### config.mk
export PLATFORM = sky130hd
export DESIGN_NAME = usr_shift_reg
export DESIGN_NICKNAME = d
export VERILOG_FILES = /design/src/rtl/usr_pkg.sv /design/src/rtl/usr_mode_decode.sv /design/src/rtl/usr_stage_array.sv /design/src/rtl/usr_bus_driver.sv /design/src/rtl/usr_shift_reg.sv
export SDC_FILE = /design/constraint.sdc
export NUM_CORES = 1
export LEC_CHECK = 0
export CAP_MARGIN = 15
export CORE_MARGIN = 2
export CORE_UTILIZATION = 36
export CTS_CLUSTER_DIAMETER = 100
export DETAILED_ROUTE_END_ITERATION = 10
export HOLD_SLACK_MARGIN = 0.03
export PLACE_DENSITY_LB_ADDON = 0.3
export SETUP_SLACK_MARGIN = 0.2
export SYNTH_ARGS = -nofsm -noshare
export SYNTH_HDL_FRONTEND = slang
export SYNTH_SLANG_ARGS = --single-unit
### constraint.sdc
create_clock -name clk -period 1.2 [get_ports clk]
set_input_delay 0.18 -clock clk [delete_from_list [all_inputs] [get_ports clk]]
set_output_delay 0.18 -clock clk [all_outputs]
set_load 0.005 [all_outputs]
### src/rtl/usr_pkg.sv
package usr_pkg;

    localparam int USR_WIDTH = 8;

    typedef enum logic [1:0] {
        MODE_KEEP = 2'b00,
        MODE_UP   = 2'b01,
        MODE_DOWN = 2'b10,
        MODE_LOAD = 2'b11
    } usr_mode_e;

    typedef struct packed {
        logic up_in;
        logic dn_in;
    } usr_serial_t;

    function automatic logic usr_may_drive(usr_mode_e m, logic en_a_n, logic en_b_n);
        return (m != MODE_LOAD) && !en_a_n && !en_b_n;
    endfunction

endpackage

### src/rtl/usr_mode_decode.sv
module usr_mode_decode
    import usr_pkg::*;
(
    input  logic [1:0] sel,
    output usr_mode_e  mode
);
    always_comb begin
        unique case (sel)
            2'b00:   mode = MODE_KEEP;
            2'b01:   mode = MODE_UP;
            2'b10:   mode = MODE_DOWN;
            default: mode = MODE_LOAD;
        endcase
    end
endmodule

### src/rtl/usr_stage_array.sv
module usr_stage_array
    import usr_pkg::*;
#(
    parameter int WIDTH = USR_WIDTH
) (
    input  logic             clk,
    input  logic             mr_n,
    input  usr_mode_e        mode,
    input  usr_serial_t      ser,
    input  logic [WIDTH-1:0] par_in,
    output logic [WIDTH-1:0] q
);
    localparam int TOP = WIDTH - 1;

    logic [WIDTH-1:0] nxt;

    // Each stage chooses its next value from its own inputs and its two neighbours.
    for (genvar i = 0; i < WIDTH; i++) begin : g_stage
        logic from_below;
        logic from_above;

        if (i == 0) begin : g_lo
            assign from_below = ser.up_in;
        end else begin : g_lo_mid
            assign from_below = q[i-1];
        end

        if (i == TOP) begin : g_hi
            assign from_above = ser.dn_in;
        end else begin : g_hi_mid
            assign from_above = q[i+1];
        end

        always_comb begin
            unique case (mode)
                MODE_UP:   nxt[i] = from_below;
                MODE_DOWN: nxt[i] = from_above;
                MODE_LOAD: nxt[i] = par_in[i];
                default:   nxt[i] = q[i];
            endcase
        end

        always_ff @(posedge clk or negedge mr_n) begin
            if (!mr_n) q[i] <= 1'b0;
            else       q[i] <= nxt[i];
        end
    end

    AST_LOAD_CAPTURES: assert property (@(posedge clk) disable iff (!mr_n)
        mode == MODE_LOAD |=> q == $past(par_in));

    AST_UP_MOVES: assert property (@(posedge clk) disable iff (!mr_n)
        mode == MODE_UP |=> q == {$past(q[TOP-1:0]), $past(ser.up_in)});

    AST_DOWN_MOVES: assert property (@(posedge clk) disable iff (!mr_n)
        mode == MODE_DOWN |=> q == {$past(ser.dn_in), $past(q[TOP:1])});

    AST_KEEP_STABLE: assert property (@(posedge clk) disable iff (!mr_n)
        mode == MODE_KEEP |=> $stable(q));

    AST_CLEAR_EMPTY: assert property (@(posedge clk)
        !mr_n |-> q == '0);

endmodule

### src/rtl/usr_bus_driver.sv
module usr_bus_driver
    import usr_pkg::*;
#(
    parameter int WIDTH = USR_WIDTH
) (
    input  logic             clk,
    input  logic             mr_n,
    input  usr_mode_e        mode,
    input  logic             en_a_n,
    input  logic             en_b_n,
    input  logic [WIDTH-1:0] q,
    output logic [WIDTH-1:0] par_out,
    output logic             par_oe,
    output logic             tail_lo,
    output logic             tail_hi
);
    assign par_out = q;
    assign par_oe  = usr_may_drive(mode, en_a_n, en_b_n);
    assign tail_lo = q[0];
    assign tail_hi = q[WIDTH-1];

    AST_NO_DRIVE_ON_LOAD: assert property (@(posedge clk) disable iff (!mr_n)
        mode == MODE_LOAD |-> !par_oe);

    AST_DRIVE_NEEDS_BOTH: assert property (@(posedge clk) disable iff (!mr_n)
        par_oe |-> (!en_a_n && !en_b_n));

endmodule

### src/rtl/usr_shift_reg.sv
module usr_shift_reg
    import usr_pkg::*;
#(
    parameter int WIDTH = USR_WIDTH
) (
    input  logic             clk,
    input  logic             mr_n,
    input  logic [1:0]       sel,
    input  logic             ser_up_in,
    input  logic             ser_dn_in,
    input  logic             bus_en_a_n,
    input  logic             bus_en_b_n,
    input  logic [WIDTH-1:0] par_in,
    output logic [WIDTH-1:0] par_out,
    output logic             par_oe,
    output logic             tail_lo,
    output logic             tail_hi
);
    usr_mode_e        mode;
    usr_serial_t      ser;
    logic [WIDTH-1:0] q;

    assign ser.up_in = ser_up_in;
    assign ser.dn_in = ser_dn_in;

    usr_mode_decode u_dec (
        .sel  (sel),
        .mode (mode)
    );

    usr_stage_array #(.WIDTH(WIDTH)) u_stages (
        .clk    (clk),
        .mr_n   (mr_n),
        .mode   (mode),
        .ser    (ser),
        .par_in (par_in),
        .q      (q)
    );

    usr_bus_driver #(.WIDTH(WIDTH)) u_drv (
        .clk     (clk),
        .mr_n    (mr_n),
        .mode    (mode),
        .en_a_n  (bus_en_a_n),
        .en_b_n  (bus_en_b_n),
        .q       (q),
        .par_out (par_out),
        .par_oe  (par_oe),
        .tail_lo (tail_lo),
        .tail_hi (tail_hi)
    );
endmodule

## Word-level counts from Yosys, hierarchy flattened

Index checks and enable logic that the tools add are counted.

- Bits in registers: 8
- Bits in latches: 0
- Memory bits (writable): 0
- ROM bits: 0
- Bits of input ports: 16
- Output and inout bits: 11
- Logic and storage cells: 29
- Memories: 0

- $add $sub $neg: 0
- Multiply operators: 0
- Divide/modulo/power cells: 0
- Order comparisons: 0
- Eq/ne operators: 6
- Shift-type cells: 0
- Mux-type cells: 9
- Bitwise gates (word level): 0
- Reductions and logical operators: 6

Operator list:

| kind | count |
|---|---|
| $pmux 1 s3 | 8 |
| $eq 2x2->1 const B | 3 |
| $pmux 2 s3 | 1 |
| $eq 2x1->1 const B | 2 |
| $reduce_bool 3->1 | 1 |
| $logic_and 1x1->1 | 2 |
| $logic_not 1->1 | 2 |
| $logic_not 2->1 | 1 |
| $ne 2x2->1 const B | 1 |

## Logic depth before layout (Yosys ltp)

- Depth in word-level cells: 5
- Gate-level depth with buffers: 2
- Mapped depth without buffers: 1

## Hierarchy

A second synthesis with hierarchy kept.

- Cell total of the unflattened synthesis: 39
- Area, all modules: 558.0 µm²

By module, submodules not included:

| module | times used | cells each | area each (µm²) | sequential area each (µm²) |
|---|---|---|---|---|
| usr_stage_array | 1 | 26 | 462.9 | 200.2 |
| usr_bus_driver | 1 | 11 | 87.6 | 0.0 |
| usr_mode_decode | 1 | 2 | 7.5 | 0.0 |

## Worst setup path before layout

Ideal clock, no wire load.

- Kind: register -> register
- From: register u_stages.q[7] (netlist: u_stages.g_stage[6].from_above)
- To: register u_stages.q[6] (netlist: u_stages.g_stage[5].from_above)
- Library setup time: 0.139 ns
- Arrival: 0.830 ns
- Data required time: 1.061 ns
- Setup slack: 0.232 ns
- Cell stages (with the launch flop): 2
- Path buffers: 0
- Clock period less this slack: 0.968 ns
- Cell sequence: dfrtp_1 mux4_2

- Cells in the longest elaborated chain, start to end: 1

Ends and longest elaborated chain:

| item | line | text |
|---|---|---|
| from (decl) | usr_stage_array.sv:11 | `output logic [WIDTH-1:0] q` |
| from (signal, indexed assignment) | usr_stage_array.sv:45 | `else q[i] <= nxt[i];` |
| $pmux 1 s3 | usr_stage_array.sv:35 | `unique case (mode)` |

No other way between the ends.
A chain may end at the register's enable or synchronous reset.

==> results.md <==
- Outcome: finished, final reports clean
- Area grow syn2layout: 76.6%
- DP Area: 682 um^2
- Cell Area, Synth: 470 um^2
- Ratio of cells with drive above 1 in the final layout: 61.3%
- Utilization after layout: between 60% and 70%
- Clk_lat worst skew: 0.25 ns
- Fin crit share: 97.5%
- Die height: 40.2 um
- Overflow left after global routing: 0
- Largest stage delay on the critical path: 0.43 ns
- Final setup fails: 0
- Worst-case clock buffer depth: 2
- Slew Limit Fails: 0
- Register bit total from synthesis: 8
- Starting Density: 37.6%
- Sequential Power Share: 35.4%
- Worst setup SP type: register
- Sw Pwr: between 200 and 300 uW
- Gate power share: 44.9%
- Final Hold Vio Count: 0
- CP Data Required Time: 1.33 ns
- Htree depth: 1
- IO Pins: 27
- Distinct cells, synth: 5
- Switch share: 25.5%
- Placed insts: 60
- CP cell instances: buf_6, buf_6, mux4_2
- # diodes: 0
- Pint: slightly below 800 uW
- Peak VDD IR: 0.000519 V
- Pre-Repair DR Iteration Count: 2
- Detailed-route via count: 375
- Largest net degree at the start of global routing: 9
- Global-route wire length before repair: 1730 um
- Crit path kind: reg -> reg
- Cell taking the most area after synthesis: dfrtp_1
- HP Class: in -> async
- Max Freq: 855 MHz
- Yosys warns: 0
- Core Area: 1250 um^2
- Cts bufs inserted: 3
- Clock power share: 19.7%
- Area of the die: between 1500 and 2000 um^2
- Most frequent CP cell: buf_6
- Worst EP arrival: 1.30 ns
- Die X: about 40 um
- Clk sinks: 8
- Clock slew at reported path FFs: 0.06 ns
- DRC viols: 0
- GP Congestion: approximately 0.7
- Crit path max fanout: 2
- Fillers: 101
- Worst slew margin: 76.3%
- RSZ-0062 raised after global routing: true
- Vias in the first global route: 382
- Routed WL: around 1200 um
- Design area: 831 um^2
- Drt initial violations: 3
- Cells after synthesis: 27
- Syn_area_per_cell: 17.4 um^2
- GRT Total Usage: 18.3%
- Clock root cell: clkbuf_4
- Clock Skews: 0.00329 ns
- Core Rows: 13
- PortBufs: 26
- Critical Path Sink Type: register
- Finished Layout Cells: 77
- Synth area leaders: dfrtp_1 (43%), mux4_2 (38%), buf_4 (13%)
- Min Hold Slack: 0.199 ns
- Worst-Margin Slew: 0.354 ns
- Routed vias/inst: 4.87
- Seq/Total Area, Yosys: 42.6%
- Detail Route Antenna Nets: 0
- Leak: 0.000383 uW
- Nets: 80
- Critical path's slowest cell: mux4_2
- Total of max-cap violations: 0
- CTS tree: done
- PD cells: 1280 nW/um^2
- Area share of the leading cell type in the synthesized netlist: 42.6%
- Initial antenna violation count: 0
- Crit path time final: 1.17 ns
- WL/cell: approximately 15 um
- Syn nets: 43
## registers in the layout (all words and copies together), names as in the netlist
signal                       count
u_stages.g_stage.from_below      1
u_stages.g_stage.from_above      7
## synth_stat cells
library cell  instances
a211oi_1              1
dfrtp_1               8
mux4_2                8
buf_6                 2
buf_4                 8
## final cells by class
class | instances | area (um^2) | share of cell area (%)
repair buffers | 42 | 397 | 47.7
flip-flops and latches | 8 | 200 | 24.1
multi-input cells | 9 | 193 | 23.2
clock buffers | 3 | 22.5 | 2.71
well taps | 15 | 18.8 | 2.26
## per-stage QoR
stage | TNS, ns | setup slack, ns | power (uW)
after global routing | -0.00407 | -0.00407 | 1120
after global placement | -2.64 | -0.366 | 713
after detailed placement | -2.84 | -0.381 | 726
after CTS | 0 | 0.0418 | 1040
after floorplan | 0 | 0.232 | 584
final | 0 | 0.0301 | 1060
## timing repair
item / in CTS / in global routing
endpoints found under the setup margin: 19 / 14
setup buffers: 14 / 0
pin swaps: 1 / 1
hold buffers: 0 / 0
resized for setup: 55 / 7
## metal layers
layer	routed length (um)	share of wire, %	vias to the layer above	GRT usage, %
met2	655	57	18	29.4
met3	102	8.8	0	6.11
met4	0	0	0	12.9
li1	-	-	168	-
met1	398	34	189	20.1
met5	0	0	-	0
## cells by family (layout without fill, tap and decap cells)
kind of cell	Yosys count	after routing	synth area share, %
DFF	8	8	42.6
AOI/OAI and AO/OA	1	1	1.60
buffers and inverters	10	45	17.6
muxes	8	8	38.3
## path summary, 6_finish.rpt
path | startpoint | end | cells past startpoint | slack (ns)
hold reg to reg | u_stages.g_stage[4].from_above | u_stages.g_stage[4].from_above | 1 | 0.66
hold / removal | mr_n | u_stages.g_stage[1].from_below | 1 | 0.20
setup / recovery | u_stages.g_stage[1].from_below | u_stages.g_stage[1].from_below | 3 | 0.03
setup reg to reg | u_stages.g_stage[1].from_below | u_stages.g_stage[1].from_below | 3 | 0.03
max in group asynchronous | mr_n | u_stages.g_stage[6].from_above | 1 | 0.74
min in group clk | sel[1] | u_stages.g_stage[4].from_above | 3 | 0.52
## layout by cell type, fill, tap and decap left out, drive strengths merged
cell | synthesis | final
clkbuf | 0 | 3
dlygate4sd2 | 0 | 2
dlymetal6s2s | 0 | 2
a211oi | 1 | 1
clkdlybuf4s15 | 0 | 1
mux4 | 8 | 8
dfrtp | 8 | 8
buf | 10 | 26
clkdlybuf4s50 | 0 | 11
## worst max-delay path, delay by kind of cell (launching register included)
kind | cells | cell delay, ns
muxes | 1 | 0.43
buffers and inverters | 2 | 0.22
DFF | 1 | 0.39
## power by group through the flow
stage	sequential, uW	clock (uW)	combinational (uW)
2_1_floorplan	374	0	210
3_3_place_gp	387	0	326
3_5_place_dp	393	0	333
4_1_cts	371	221	452
5_1_grt	382	224	516
6_report	376	209	477
No activity file was read; power rests on OpenSTA's default activity.
